## src/rtl/ds_pkg.sv

```systemverilog
package ds_pkg;
  typedef enum logic {
    DS_KEEP = 1'b0,
    DS_SUM  = 1'b1
  } ds_mode_e;
endpackage

```

## src/rtl/ds_group_ctr.sv

```systemverilog
module ds_group_ctr #(
  parameter int DIV_W = 18
) (
  input  logic             clk,
  input  logic             rst,
  input  logic             sync_i,
  input  logic             valid_i,
  input  logic [DIV_W-1:0] div_i,
  output logic             first_o,
  output logic             last_o,
  output logic [DIV_W-1:0] len_o
);
  logic [DIV_W-1:0] cnt_q, len_q, cnt_eff, len_use, div_s;
  logic             at_start;

  // A zero divisor behaves as one.
  assign div_s    = (div_i == '0) ? DIV_W'(1) : div_i;
  assign cnt_eff  = sync_i ? '0 : cnt_q;
  assign at_start = (cnt_eff == '0);
  assign len_use  = at_start ? div_s : len_q;
  assign first_o  = valid_i && at_start;
  assign last_o   = valid_i && (cnt_eff == len_use - DIV_W'(1));
  assign len_o    = len_use;

  always_ff @(posedge clk) begin
    if (rst) begin
      cnt_q <= '0;
      len_q <= DIV_W'(1);
    end else if (valid_i) begin
      cnt_q <= last_o ? '0 : cnt_eff + DIV_W'(1);
      if (at_start) len_q <= div_s;
    end else if (sync_i) begin
      cnt_q <= '0;
    end
  end

  assert_cnt_in_group_R2: assert property (@(posedge clk) disable iff (rst)
    (cnt_q == '0) || (cnt_q < len_q));

  assert_sync_restart_R6: assert property (@(posedge clk) disable iff (rst)
    (sync_i && !valid_i) |=> (cnt_q == '0));

  assert_idle_hold_R8: assert property (@(posedge clk) disable iff (rst)
    (!valid_i && !sync_i) |=> $stable(cnt_q));
endmodule

```

## src/rtl/ds_shift_sel.sv

```systemverilog
module ds_shift_sel #(
  parameter int DIV_W     = 18,
  parameter int GAIN_LOG  = 10,
  parameter int MAX_SHIFT = DIV_W - GAIN_LOG,
  parameter int SH_W      = $clog2(MAX_SHIFT + 1)
) (
  input  logic             clk,
  input  logic             rst,
  input  logic             load_i,
  input  logic [DIV_W-1:0] len_i,
  output logic [SH_W-1:0]  shift_o
);
  function automatic logic [SH_W-1:0] pick_shift(input logic [DIV_W-1:0] len);
    logic [SH_W-1:0] s;
    s = '0;
    for (int k = 0; k < MAX_SHIFT; k++) begin
      if (longint'(len) > (longint'(1) << (GAIN_LOG + k))) s = SH_W'(k + 1);
    end
    return s;
  endfunction

  always_ff @(posedge clk) begin
    if (rst) shift_o <= '0;
    else if (load_i) shift_o <= pick_shift(len_i);
  end

  assert_gain_cap_R4: assert property (@(posedge clk) disable iff (rst)
    load_i |=> (longint'($past(len_i)) <= (longint'(1) << (GAIN_LOG + int'(shift_o)))));

  assert_shift_min_R4: assert property (@(posedge clk) disable iff (rst)
    load_i |=> ((shift_o == '0) ||
      (longint'($past(len_i)) > (longint'(1) << (GAIN_LOG + int'(shift_o) - 1)))));
endmodule

```

## src/rtl/ds_accum.sv

```systemverilog
module ds_accum
  import ds_pkg::*;
#(
  parameter int SMP_W = 14,
  parameter int DIV_W = 18,
  parameter int SH_W  = 4,
  parameter int OUT_W = 24
) (
  input  logic             clk,
  input  logic             rst,
  input  logic             valid_i,
  input  logic [SMP_W-1:0] data_i,
  input  logic             first_i,
  input  logic             last_i,
  input  ds_mode_e         mode_i,
  input  logic [SH_W-1:0]  shift_i,
  output logic             out_valid_o,
  output logic [OUT_W-1:0] out_data_o,
  output logic [SH_W-1:0]  out_shift_o
);
  localparam int ACC_W = SMP_W + DIV_W;

  logic [ACC_W-1:0] acc_q, sum_now, shifted;
  logic [SMP_W-1:0] keep_q, keep_now;
  ds_mode_e         mode_q, mode_use;
  logic [SH_W-1:0]  sh_use;

  assign sum_now  = first_i ? ACC_W'(data_i) : acc_q + ACC_W'(data_i);
  assign keep_now = first_i ? data_i : keep_q;
  // A group that starts here uses the live settings; a one-code group needs no shift.
  assign mode_use = first_i ? mode_i : mode_q;
  assign sh_use   = first_i ? '0 : shift_i;
  assign shifted  = sum_now >> sh_use;

  always_ff @(posedge clk) begin
    if (rst) begin
      acc_q       <= '0;
      keep_q      <= '0;
      mode_q      <= DS_KEEP;
      out_valid_o <= 1'b0;
      out_data_o  <= '0;
      out_shift_o <= '0;
    end else begin
      out_valid_o <= valid_i && last_i;
      if (valid_i) begin
        acc_q  <= sum_now;
        keep_q <= keep_now;
        if (first_i) mode_q <= mode_i;
        if (last_i) begin
          if (mode_use == DS_SUM) begin
            out_data_o  <= shifted[OUT_W-1:0];
            out_shift_o <= sh_use;
          end else begin
            out_data_o  <= OUT_W'(keep_now);
            out_shift_o <= '0;
          end
        end
      end
    end
  end

  assert_no_wrap_R9: assert property (@(posedge clk) disable iff (rst)
    (valid_i && !first_i) |-> ({1'b0, acc_q} + (ACC_W+1)'(data_i) < ((ACC_W+1)'(1) << ACC_W)));
endmodule

```

## src/rtl/ds_downsampler.sv

```systemverilog
module ds_downsampler
  import ds_pkg::*;
#(
  parameter  int SMP_W     = 14,
  parameter  int DIV_W     = 18,
  parameter  int GAIN_LOG  = 10,
  localparam int MAX_SHIFT = DIV_W - GAIN_LOG,
  localparam int SH_W      = $clog2(MAX_SHIFT + 1),
  localparam int OUT_W     = SMP_W + GAIN_LOG
) (
  input  logic             clk,
  input  logic             rst,
  input  logic             sync_i,
  input  logic             mode_i,
  input  logic [DIV_W-1:0] div_i,
  input  logic             smp_valid_i,
  input  logic [SMP_W-1:0] smp_data_i,
  output logic             out_valid_o,
  output logic [OUT_W-1:0] out_data_o,
  output logic [SH_W-1:0]  out_shift_o
);
  logic             grp_first, grp_last;
  logic [DIV_W-1:0] grp_len;
  logic [SH_W-1:0]  grp_shift;

  ds_group_ctr #(.DIV_W(DIV_W)) u_ctr (
    .clk     (clk),
    .rst     (rst),
    .sync_i  (sync_i),
    .valid_i (smp_valid_i),
    .div_i   (div_i),
    .first_o (grp_first),
    .last_o  (grp_last),
    .len_o   (grp_len)
  );

  ds_shift_sel #(
    .DIV_W     (DIV_W),
    .GAIN_LOG  (GAIN_LOG),
    .MAX_SHIFT (MAX_SHIFT),
    .SH_W      (SH_W)
  ) u_shift (
    .clk     (clk),
    .rst     (rst),
    .load_i  (grp_first),
    .len_i   (grp_len),
    .shift_o (grp_shift)
  );

  ds_accum #(
    .SMP_W (SMP_W),
    .DIV_W (DIV_W),
    .SH_W  (SH_W),
    .OUT_W (OUT_W)
  ) u_acc (
    .clk         (clk),
    .rst         (rst),
    .valid_i     (smp_valid_i),
    .data_i      (smp_data_i),
    .first_i     (grp_first),
    .last_i      (grp_last),
    .mode_i      (ds_mode_e'(mode_i)),
    .shift_i     (grp_shift),
    .out_valid_o (out_valid_o),
    .out_data_o  (out_data_o),
    .out_shift_o (out_shift_o)
  );

  assert_out_after_last_R2: assert property (@(posedge clk) disable iff (rst)
    grp_last |=> out_valid_o);

  assert_no_spurious_out_R2: assert property (@(posedge clk) disable iff (rst)
    !grp_last |=> !out_valid_o);

  assert_single_code_unchanged_R5: assert property (@(posedge clk) disable iff (rst)
    (grp_first && grp_last) |=> (out_shift_o == '0) && (out_data_o == OUT_W'($past(smp_data_i))));
endmodule

```

## config.mk

```make
export PLATFORM = sky130hd
export DESIGN_NAME = ds_downsampler
export DESIGN_NICKNAME = d
export VERILOG_FILES = /design/src/rtl/ds_pkg.sv /design/src/rtl/ds_group_ctr.sv /design/src/rtl/ds_shift_sel.sv /design/src/rtl/ds_accum.sv /design/src/rtl/ds_downsampler.sv
export SDC_FILE = /design/constraint.sdc
export NUM_CORES = 1
export LEC_CHECK = 0
export ABC_AREA = 1
export CORE_AREA = 10 10 187 154
export DETAILED_ROUTE_END_ITERATION = 10
export DIE_AREA = 0 0 197 164
export GPL_ROUTABILITY_DRIVEN = 0
export SETUP_SLACK_MARGIN = 0.5
export SLEW_MARGIN = 20
export SYNTH_ARGS = -nofsm -noshare
export SYNTH_HDL_FRONTEND = slang
export SYNTH_HIERARCHICAL = 1
export SYNTH_SLANG_ARGS = --single-unit
```

## constraint.sdc

```tcl
create_clock -name clk -period 3.9 [get_ports clk]
set_clock_uncertainty 0.05 [all_clocks]
set_input_delay 0.78 -clock clk [delete_from_list [all_inputs] [get_ports clk]]
set_output_delay 0.78 -clock clk [all_outputs]
set_load 0.01 [all_outputs]
```

==> key figures, run 1 <==
Run status
  – Status: complete, no violations

Yosys
  – Post-synthesis mux area share: 0
  – Asr flop ratio synth: 0
  – Top-area cell type share of the netlist area: 0.2303
  – FF+latch count, synth: between 100 and 150
  – Net count of the mapped netlist: about 1800
  – Cell count after synthesis: 1731
  – Total standard cell area after synthesis: slightly above 10000 um2
  – Share of synthesized area occupied by flip-flops and latches: 0.2303
  – Simple-gate share of the synthesized area: 0.4768
  – Compound-Gate Fraction of Synth Area: 0.1236
  – Xor/xnor share of the synthesized area: 0.02345
  – Count of different cell masters after synthesis: between 40 and 50
  – Ys Warns: 6
  – Cell type with the largest total area after synthesis: sky130_fd_sc_hd__dfxtp_1
  – Most area-consuming cells after synthesis: sky130_fd_sc_hd__dfxtp_1 23%, sky130_fd_sc_hd__nand2_1 19%, sky130_fd_sc_hd__nand3_1 12%
  – Ys flop type: sky130_fd_sc_hd__dfxtp_1
  – Combinational family with the most area after synthesis: simple AND/OR/NAND/NOR gates
  – Number of enable flip-flop cells after synthesis: 0
  – Mapped Avg Cell Area: slightly below 6 um2
  – Synth Area in Adders: 0.02308

Routing
  – Remaining antenna violation count: 0
  – Initial drt markers: 1728
  – Drt wl/cell: between 15 and 20 um
  – Number of vias after detailed routing: 12570
  – Final wirelength: roughly 40 mm
  – Via density: 5.427
  – Post-route DRC: 0
  – First-pass DRT Iterations: 6

Timing
  – Top achievable clock speed: between 200 and 300 MHz
  – Max-slew headroom: 0.4010
  – Smallest hold slack: a little over 400 ps
  – Count of final max-slew check failures: 0
  – Transition time of the tightest slew-check pin: 897.5 ps
  – Period utilization: 0.9716
  – RSZ-0062 raised after global routing: true
  – Time the worst path needs with I/O delays and setup: 3789 ps
  – Final hold violations: 0
  – Final sum of negative setup slack: 0 ps
  – # setup viols final: 0

Cells and area
  – # nets final: about 2000
  – Fraction of final layout cells sized beyond drive strength 1: 0.2154
  – Area overhead of the layout relative to synthesis: 35.45%
  – Final Core Density: 0.5467
  – Antenna Cells: 0
  – Area of all placed cells without fillers: approximately 14000 um2
  – Highest-count cells in the layout ignoring fill and taps: 476 x sky130_fd_sc_hd__nand2_1, 235 x sky130_fd_sc_hd__nand3_1, 213 x sky130_fd_sc_hd__inv_1
  – Final Non-Filler Cells: ~2300
  – Most frequent standard cell in the layout excluding fill and tap cells: sky130_fd_sc_hd__nand2_1

Floorplan
  – Count of pins on the block boundary: 66
  – Die Span Y: approximately 160 um
  – Core footprint: between 20000 and 25000 um2
  – Full die area: around 32000 um2
  – Die span in x: approximately 200 um
  – Total number of placement rows: 52
  – Effective utilization at floorplan: 0.4036

Clocking
  – Clock sink count: 116
  – CTS root buf: sky130_fd_sc_hd__clkbuf_16
  – Clock Latency Late Sink: approximately 440 ps
  – Max H-tree Level: 4
  – Clock-pin slew on the worst setup and hold paths: around 70 ps
  – TritonCTS Buffers: 17
  – TritonCTS clock tree: done
  – Post-CTS Hold Buffers: 0
  – Buffer depth of the longest clock path: 2

Flow run
  – # Max-Cap Violations: 0

Pwr
  – Cell Pwr Density: 309.0 nW/um2
  – Pleak: around 6.6 nW
  – IR Drop Worst-Case VDD: 0.0003028 V

Min path
  – Worst min-delay path class: reg2reg

Place
  – Buffers added on ports: 65
  – Detail Placement HPWL: 29.79 mm
  – Number of instances in the placed design: between 2000 and 2500
  – Total placed instance area: between 10000 and 15000 um2

Global routing
  – Largest net degree at the start of global routing: 70
  – Wire length of the first global-routing pass: slightly above 60 mm
  – Number of antenna violations at the first check in global routing: 0
  – Vias in the first global route: around 11000
  – Total overflow reported by the global router: 0
  – All-layer global routing usage: 0.2357

Setup path
  – Standard cell with the maximum stage delay on the critical path: sky130_fd_sc_hd__clkbuf_16
  – Most Frequent Cell on Critical Path: sky130_fd_sc_hd__nand2_1
  – Crit Path Class: in2reg
  – Endpoint class of the critical path: flop
  – Required time at the worst-slack endpoint: roughly 4200 ps
  – Critical Path Max Stage Delay: about 240 ps
  – Kind of launch point of the worst setup path: input port
  – Largest fanout of any net on the critical path: 10
  – Data arrival time of the critical path: ~4100 ps
## per-layer routing
metal  global-route usage  part of all wire
met4              0.04082            0.0082
met1               0.3725              0.50
met3              0.05727              0.12
met2               0.3073              0.37
met5                    0                 0
## logic make-up after synthesis
kind of cell,Yosys count
adder cells (fa/ha/maj),18
AND/OR/NAND/NOR,1049
buffers and inverters,299
XOR/XNOR,27
AO/OA/AOI/OAI,222
flip-flops,116
## timing repair
action / in CTS / in global routing
buffers inserted: 20 / 4
pin swaps: 39 / 29
cloned: 1 / 3
endpoints found under the setup margin: 51 / 47
gates resized for setup: 51 / 52
hold endpoints to repair: 0 / 0
## per-stage QoR
step | power [mW] | worst slack, ps
2_1_floorplan | 2.050 | 47.93
3_3_place_gp | 2.534 | -573.8
3_5_place_dp | 2.544 | -706.9
4_1_cts | 4.177 | 323.7
5_1_grt | 4.439 | -76.29
6_report | 4.220 | 110.6
## Yosys cell counts (15+ instances only)
cell type	instances
sky130_fd_sc_hd__a21oi_1	86
sky130_fd_sc_hd__buf_2	19
sky130_fd_sc_hd__clkbuf_1	30
sky130_fd_sc_hd__dfxtp_1	116
sky130_fd_sc_hd__ha_1	17
sky130_fd_sc_hd__inv_1	218
sky130_fd_sc_hd__nand2_1	502
sky130_fd_sc_hd__nand2_2	25
sky130_fd_sc_hd__nand3_1	239
sky130_fd_sc_hd__nand4_1	63
sky130_fd_sc_hd__nor2_1	139
sky130_fd_sc_hd__nor2_2	21
sky130_fd_sc_hd__o211ai_1	15
sky130_fd_sc_hd__o21ai_0	83
sky130_fd_sc_hd__xor2_1	22
## critical path, delay by kind of cell
kind / cells / cell delay [ps]
and+or+nand+nor: 15 / 1830
buffers and inverters: 11 / 1120
xor gates and xnor gates: 1 / 190
AOI/OAI and AO/OA: 1 / 160
## worst paths after layout
path | from | to | slack (ps) | depth (start not counted)
worst max-delay path | sync_i | u_acc/out_data_o[21]$_SDFFE_PP0P_ | 110 | 28
worst min-delay path | u_acc/keep_q[3]$_SDFFE_PP0P_ | u_acc/keep_q[3]$_SDFFE_PP0P_ | 410 | 2
worst max register to register | u_ctr/cnt_q[0]$_SDFF_PP0_ | u_acc/out_data_o[21]$_SDFFE_PP0P_ | 240 | 29
worst min register to register | u_acc/keep_q[3]$_SDFFE_PP0P_ | u_acc/keep_q[3]$_SDFFE_PP0P_ | 410 | 2
## layout make-up
cell class / instances / area [um2]
Fill cell: 2521 / 11320
Multi-Input combinational cell: 1317 / 6898
Timing Repair Buffer: 296 / 2566
Sequential cell: 116 / 2322
Inverter: 231 / 884.6
Clock buffer: 17 / 425.4
Tap cell: 324 / 405.4
Clock inverter: 15 / 157.7
## power breakdown
part           internal, mW  total (mW)  switching [mW]
combinational         0.521        1.35           0.824
sequential             1.24        1.28          0.0427
clock                 0.905        1.59           0.688
total                  2.67        4.22            1.55
## sequential cells by signal, summed over array words and instances (netlist names)
name and flops:
u_acc/acc_q 32, u_acc/keep_q 14, u_acc/mode_q 1, u_acc/out_data_o 24, u_acc/out_shift_o 4, u_acc/out_valid_o 1
u_ctr/cnt_q 18, u_ctr/len_q 18, u_shift/shift_o 4
No activity file was read; power rests on OpenSTA's default activity.
==> run 2, diff against run 1 <==
--- a/config.mk
+++ b/config.mk
@@ -10,6 +10,7 @@
 export DETAILED_ROUTE_END_ITERATION = 10
 export DIE_AREA = 0 0 197 164
 export GPL_ROUTABILITY_DRIVEN = 0
+export GPL_TIMING_DRIVEN = 0
 export SETUP_SLACK_MARGIN = 0.5
 export SLEW_MARGIN = 20
 export SYNTH_ARGS = -nofsm -noshare
==> run 2 against run 1 <==
  * Critical endpoint is now u_ctr/cnt_q[10]$_SDFF_PP0_
  * Critical path depth grew 3
  * Sequential cell count is the same
  * The run now ends with negative setup slack left
  * Via count shrank 2.6%
  * First-iteration DRC count shrank 9.5%
  * Wire length grew 0.59%
==> key figures, run 2 (synthesis gave the netlist of run 1 again) <==
Run status
  – Status: finished with violations
  – Violations in the final reports: negative setup slack

Setup path
  – Depth of the most critical reg-to-reg path: 30
  – Crit Path Class: in2reg
  – Endpoint class of the critical path: flop
  – Standard cell with the maximum stage delay on the critical path: sky130_fd_sc_hd__nor2_4
  – Most Frequent Cell on Critical Path: sky130_fd_sc_hd__buf_6
  – Critical Path Max Stage Delay: 240 ps
  – Largest fanout of any net on the critical path: 5
  – Kind of launch point of the worst setup path: input port
  – Data arrival time of the critical path: 4180 ps
  – Required time at the worst-slack endpoint: 4180 ps

Clocking
  – Clock-pin slew on the worst setup and hold paths: about 60 ps
  – Max H-tree Level: 4
  – Clock sink count: around 120
  – Buffer depth of the longest clock path: 2
  – CTS root buf: sky130_fd_sc_hd__clkbuf_16
  – TritonCTS clock tree: done
  – Clock Latency Late Sink: 440 ps
  – TritonCTS Buffers: 17
  – Post-CTS Hold Buffers: 0

Cells and area
  – Area overhead of the layout relative to synthesis: 26.81%
  – Flip-flop count of the largest register, all copies and words added: 32
  – Registers with the most flip-flops: u_acc/acc_q: 32 flops, u_acc/out_data_o: 24 flops
  – Final Core Density: 0.5119
  – Most frequent standard cell in the layout excluding fill and tap cells: sky130_fd_sc_hd__nand2_1
  – Reg with most FFs: u_acc/acc_q
  – Highest-count cells in the layout ignoring fill and taps: 465 x sky130_fd_sc_hd__nand2_1, 234 x sky130_fd_sc_hd__nand3_1, 208 x sky130_fd_sc_hd__inv_1
  – Antenna Cells: 0
  – Fraction of final layout cells sized beyond drive strength 1: 0.1688
  – Final Non-Filler Cells: 2196
  – # nets final: about 1900

Timing
  – RSZ-0062 raised after global routing: true
  – Period utilization: 1.001
  – Top achievable clock speed: between 200 and 300 MHz
  – Count of final max-slew check failures: 0
  – Max-slew headroom: 0.3272
  – Transition time of the tightest slew-check pin: 1009 ps
  – Final hold violations: 0
  – # setup viols final: 1
  – Least setup slack across all paths after layout: -4.974 ps
  – Time the worst path needs with I/O delays and setup: approximately 3900 ps

Pwr
  – Cell Pwr Density: around 310 nW/um2
  – Pleak: 5.921 nW
  – IR Drop Worst-Case VDD: slightly above 0.0003 V

Floorplan
  – Die Span Y: ~160 um
  – Effective utilization at floorplan: 0.4036
  – Die span in x: 197 um
  – Core footprint: ~25000 um2
  – Full die area: 32310 um2
  – Count of pins on the block boundary: 66
  – Total number of placement rows: 52

Global routing
  – Met3 GRT Util: 0.06688
  – Total overflow reported by the global router: 0
  – Largest net degree at the start of global routing: 17
  – Number of antenna violations at the first check in global routing: 0
  – Met2 usage: 0.3152
  – Peak-usage layer in the global routing report: met1
  – All-layer global routing usage: 0.2377
  – Met1 routing resource usage after global routing: 0.3652
  – Wire length of the first global-routing pass: about 60 mm
  – Vias in the first global route: about 11000

Routing
  – First-pass DRT Iterations: 6
  – Via density: 5.577
  – Post-route DRC: 0
  – Initial drt markers: around 1600
  – Number of vias after detailed routing: 12250
  – Final wirelength: slightly below 40 mm
  – Remaining antenna violation count: 0
  – Drt wl/cell: about 18 um

Place
  – Buffers added on ports: between 60 and 70
  – Detail Placement HPWL: between 30 and 40 mm
  – Number of instances in the placed design: roughly 2100

Min path
  – Cells on Worst Hold Path: 2
  – Worst min-delay path class: reg2reg

Flow run
  – # Max-Cap Violations: 0
-- run 2: changes by cell type in the layout (fill, tap and decap cells not counted), sizes merged, moves of 4 or more --
cell,delta
clkinv,+6
clkbuf,+29
buf,-154
clkdlybuf4s50,+12
dlygate4sd2,-10
inv,-4
-- run 2: worst paths after layout --
check | start | endpoint | slack [ps]
setup reg to reg | u_ctr/cnt_q[0]$_SDFF_PP0_ | u_ctr/cnt_q[10]$_SDFF_PP0_ | 150
setup / recovery | sync_i | u_ctr/cnt_q[10]$_SDFF_PP0_ | -5
hold / removal | u_acc/keep_q[10]$_SDFFE_PP0P_ | u_acc/keep_q[10]$_SDFFE_PP0P_ | 420
hold reg to reg | u_acc/keep_q[10]$_SDFFE_PP0P_ | u_acc/keep_q[10]$_SDFFE_PP0P_ | 420
-- run 2: final cells by class --
class	instances	area (um2)
Clock buffer	18	429.2
Clock inverter	14	122.6
Sequential cell	116	2322
Inverter	231	892.1
Tap cell	324	405.4
Buffer	68	457.9
Timing Repair Buffer	105	1046
Multi-Input combinational cell	1318	7097
Timing Repair inverter	2	16.27
Fill cell	2610	12200
-- run 2: worst max-delay path: cells and delay by family --
family | cells | cell delay, ps
buf+inv | 14 | 1160
fa+ha+maj | 2 | 330
compound gates | 2 | 140
simple gates | 12 | 1580
xor+xnor | 1 | 130
-- run 2: report_power, final --
part | switching (mW) | internal [mW]
clock | 0.655 | 0.831
combinational | 0.823 | 0.386
sequential | 0.0430 | 1.24
-- run 2: per-stage QoR --
step           hold slack, ps  worst slack, ps  power [mW]  setup TNS [ps]  instance area, um2
2_1_floorplan           374.7            47.93       2.050               0               10210
3_3_place_gp            395.6            -1932       2.377         -139650               11270
3_5_place_dp            398.8            -1883       2.381         -139710               11270
4_1_cts                 411.0            114.7       3.916               0               12270
5_1_grt                 429.7           -117.0       4.178           -1611               12790
6_report                415.1           -4.974       3.977          -4.974               12790
-- run 2: what timing repair did --
action,in CTS,in global routing
pin swaps,25,39
endpoints found under the setup margin,116,47
setup buffers,28,8
gates resized for setup,48,127
gates cloned,4,4
-- run 2: routing by layer --
| layer | vias up | routed length [um] |
|---|---|---|
| li1 | 5914 | - |
| met2 | 671 | 14820 |
| met4 | 0 | 396 |
| met3 | 36 | 4957 |
| met5 | - | 0 |
| met1 | 5625 | 19440 |
==> run 3, diff against run 2 <==
--- a/config.mk
+++ b/config.mk
@@ -10,7 +10,6 @@
 export DETAILED_ROUTE_END_ITERATION = 10
 export DIE_AREA = 0 0 197 164
 export GPL_ROUTABILITY_DRIVEN = 0
-export GPL_TIMING_DRIVEN = 0
 export SETUP_SLACK_MARGIN = 0.5
 export SLEW_MARGIN = 20
 export SYNTH_ARGS = -nofsm -noshare
==> constraint.sdc (replaced) <==
create_clock -name clk -period 3.79 [get_ports clk]
set_clock_uncertainty 0.05 [all_clocks]
set_input_delay 0.758 -clock clk [delete_from_list [all_inputs] [get_ports clk]]
set_output_delay 0.758 -clock clk [all_outputs]
set_load 0.01 [all_outputs]
==> run 3 against run 2 <==
  * The run now ends clean
  * Core utilization is 4.0 points higher
  * Sequential cell count stayed put
  * Non-clock buffer count is 128 higher
  * Highest routed layer unchanged
  * Setup slack better by 130 ps
  * Wire length is 1.1% lower
  * Sequential share of layout area is 1.3 points lower
  * Power is 10% higher
  * Largest cell class unchanged
  * Sequential power is 3% higher
  * Cell count is 5.7% higher
  * Clock power is 13% higher
==> key figures, run 3 (synthesis gave the netlist of run 1 again) <==
Run status
  – Status: complete, no violations

Routing
  – First-pass DRT Iterations: 8
  – Number of vias after detailed routing: ~13000
  – Drt wl/cell: 16.88 um
  – Remaining antenna violation count: 0
  – Via density: roughly 5.4
  – Initial drt markers: ~1500
  – Post-route DRC: 0
  – Final wirelength: ~40 mm

Clocking
  – TritonCTS Buffers: 17
  – Post-CTS Hold Buffers: 0
  – Max H-tree Level: 4
  – CTS root buf: sky130_fd_sc_hd__clkbuf_16
  – Clock Latency Late Sink: between 400 and 500 ps
  – Clock-pin slew on the worst setup and hold paths: 60 ps
  – Buffer depth of the longest clock path: 2
  – TritonCTS clock tree: done
  – Clock sink count: between 100 and 150

Cells and area
  – # nets final: approximately 2000
  – Reg with most FFs: u_acc/acc_q
  – Fraction of final layout cells sized beyond drive strength 1: 0.2218
  – Flip-flop count of the largest register, all copies and words added: 32
  – Area of all placed cells without fillers: ~14000 um2
  – Antenna Cells: 0
  – Highest-count cells in the layout ignoring fill and taps: 473 x sky130_fd_sc_hd__nand2_1, 233 x sky130_fd_sc_hd__nand3_1, 208 x sky130_fd_sc_hd__inv_1
  – Area overhead of the layout relative to synthesis: 36.77%
  – Most frequent standard cell in the layout excluding fill and tap cells: sky130_fd_sc_hd__nand2_1
  – Number of inserted filler cells in the final layout: between 2000 and 3000
  – Registers with the most flip-flops: u_acc/acc_q: 32 flops, u_acc/out_data_o: 24 flops

Place
  – Total placed instance area: ~13000 um2
  – Buffers added on ports: between 60 and 70
  – Dpl ws: -778.1 ps
  – Detail Placement HPWL: around 30 mm

Pwr
  – Cell Pwr Density: between 300 and 400 nW/um2
  – Relative contribution of the clock network to total power: 0.384
  – Pleak: between 6 and 7 nW
  – Logic pwr share: 0.314
  – Internal power of the cells: 2.797 mW
  – IR Drop Worst-Case VDD: between 0.0003 and 0.0004 V
  – Share of power burned in registers: 0.302
  – Proportion of total power due to net switching: 0.3608
  – Switching power total: ~1.6 mW

Global routing
  – Vias in the first global route: between 10000 and 15000
  – All-layer global routing usage: 0.2341
  – Total overflow reported by the global router: 0
  – Number of antenna violations at the first check in global routing: 0
  – Largest net degree at the start of global routing: 70
  – Wire length of the first global-routing pass: 60.13 mm

Setup path
  – Crit Path Class: in2reg
  – Largest fanout of any net on the critical path: 9
  – Data arrival time of the critical path: 3980 ps
  – Required time at the worst-slack endpoint: ~4000 ps
  – Worst reg2reg path endpoint: u_acc/out_data_o[23]$_SDFFE_PP0P_
  – Critical Path Max Stage Delay: approximately 170 ps
  – Endpoint class of the critical path: flop
  – Worst setup path startpoint: sync_i
  – Standard cell with the maximum stage delay on the critical path: sky130_fd_sc_hd__nor2_4
  – Launch instance of the worst register-to-register path: u_ctr/cnt_q[0]$_SDFF_PP0_
  – Slack of the worst reg-to-reg path: around 190 ps
  – Timing endpoint of the critical path: u_acc/out_data_o[23]$_SDFFE_PP0P_
  – Depth of the most critical reg-to-reg path: 30
  – Kind of launch point of the worst setup path: input port

Timing
  – Final hold violations: 0
  – RSZ-0062 raised after global routing: true
  – Time the worst path needs with I/O delays and setup: between 3000 and 4000 ps
  – Count of final max-slew check failures: 0
  – Period utilization: 0.9679
  – Max-slew headroom: 0.3615
  – Transition time of the tightest slew-check pin: approximately 960 ps
  – # setup viols final: 0
  – Top achievable clock speed: 272.6 MHz
  – Least setup slack across all paths after layout: approximately 120 ps

Floorplan
  – Count of pins on the block boundary: 66
  – Core footprint: 24980 um2
  – Effective utilization at floorplan: 0.4036
  – Die span in x: just under 200 um
  – Full die area: approximately 32000 um2
  – Die Span Y: roughly 160 um
  – Total number of placement rows: 52

Flow run
  – # Max-Cap Violations: 0

Min path
  – Worst min-delay path class: reg2reg
  – Startpoint of the tightest hold check path: u_acc/keep_q[12]$_SDFFE_PP0P_
## run 3: what timing repair did
action	in CTS	in global routing
buffers inserted	16	7
resized for setup	59	56
pin swaps	46	16
endpoints found under the setup margin	67	47
gates cloned	1	5
## run 3: area by class of cell
type | count | area, um2 | area share
multi-input cells | 1317 | 6915 | 0.5014
well taps | 324 | 405.4 | 0.02939
repair buffers | 301 | 2663 | 0.1930
inverters | 231 | 889.6 | 0.06450
clock inverters | 15 | 172.7 | 0.01252
flip-flops and latches | 116 | 2322 | 0.1684
clock buffers | 17 | 425.4 | 0.03084
## run 3: through the flow
step | total power [mW] | TNS, ps | hold slack [ps] | instances | utilization
after floorplan | 2.109 | -85.59 | 374.7 | 1731 | -
after global placement | 2.612 | -22310 | 392.0 | 2260 | 0.5011
after detailed placement | 2.620 | -25320 | 398.5 | 2260 | 0.5011
after CTS | 4.344 | 0 | 411.0 | 2309 | 0.5384
after global routing | 4.594 | -1104 | 427.7 | 2321 | 0.5521
final | 4.376 | 0 | 410.0 | 2321 | 0.5521
## run 3: worst min-delay path by stage
| stage | to | cells after the start | slack, ps |
|---|---|---|---|
| finish | u_acc/keep_q[12]$_SDFFE_PP0P_ | 2 | 410 |
| global route | u_acc/keep_q[2]$_SDFFE_PP0P_ | 2 | 430 |
| CTS | u_acc/keep_q[9]$_SDFFE_PP0P_ | 2 | 410 |
| floorplan | u_ctr/len_q[16]$_SDFFE_PP0P_ | 2 | 370 |
| detailed placement | u_acc/keep_q[9]$_SDFFE_PP0P_ | 2 | 400 |
| global placement | u_ctr/len_q[16]$_SDFFE_PP0P_ | 2 | 390 |
## run 3: metal layers
layer,part of all wire,global-route usage
met5,0,0
met4,0.0092,0.04571
met3,0.11,0.05482
met2,0.37,0.3015
met1,0.52,0.3720
## run 3: worst max-delay path, delay by kind of cell
kind	cells	cell delay, ps
fa+ha+maj	1	120
simple gates	17	1890
compound gates	3	270
buf+inv	10	920
## run 3: power groups by stage
stage / Combinational [mW] / Sequential (mW) / Clock, mW
2_1_floorplan: 0.778 / 1.33 / 0
3_3_place_gp: 1.27 / 1.34 / 0
3_5_place_dp: 1.28 / 1.34 / 0
4_1_cts: 1.32 / 1.32 / 1.71
5_1_grt: 1.51 / 1.33 / 1.76
6_report: 1.38 / 1.32 / 1.68
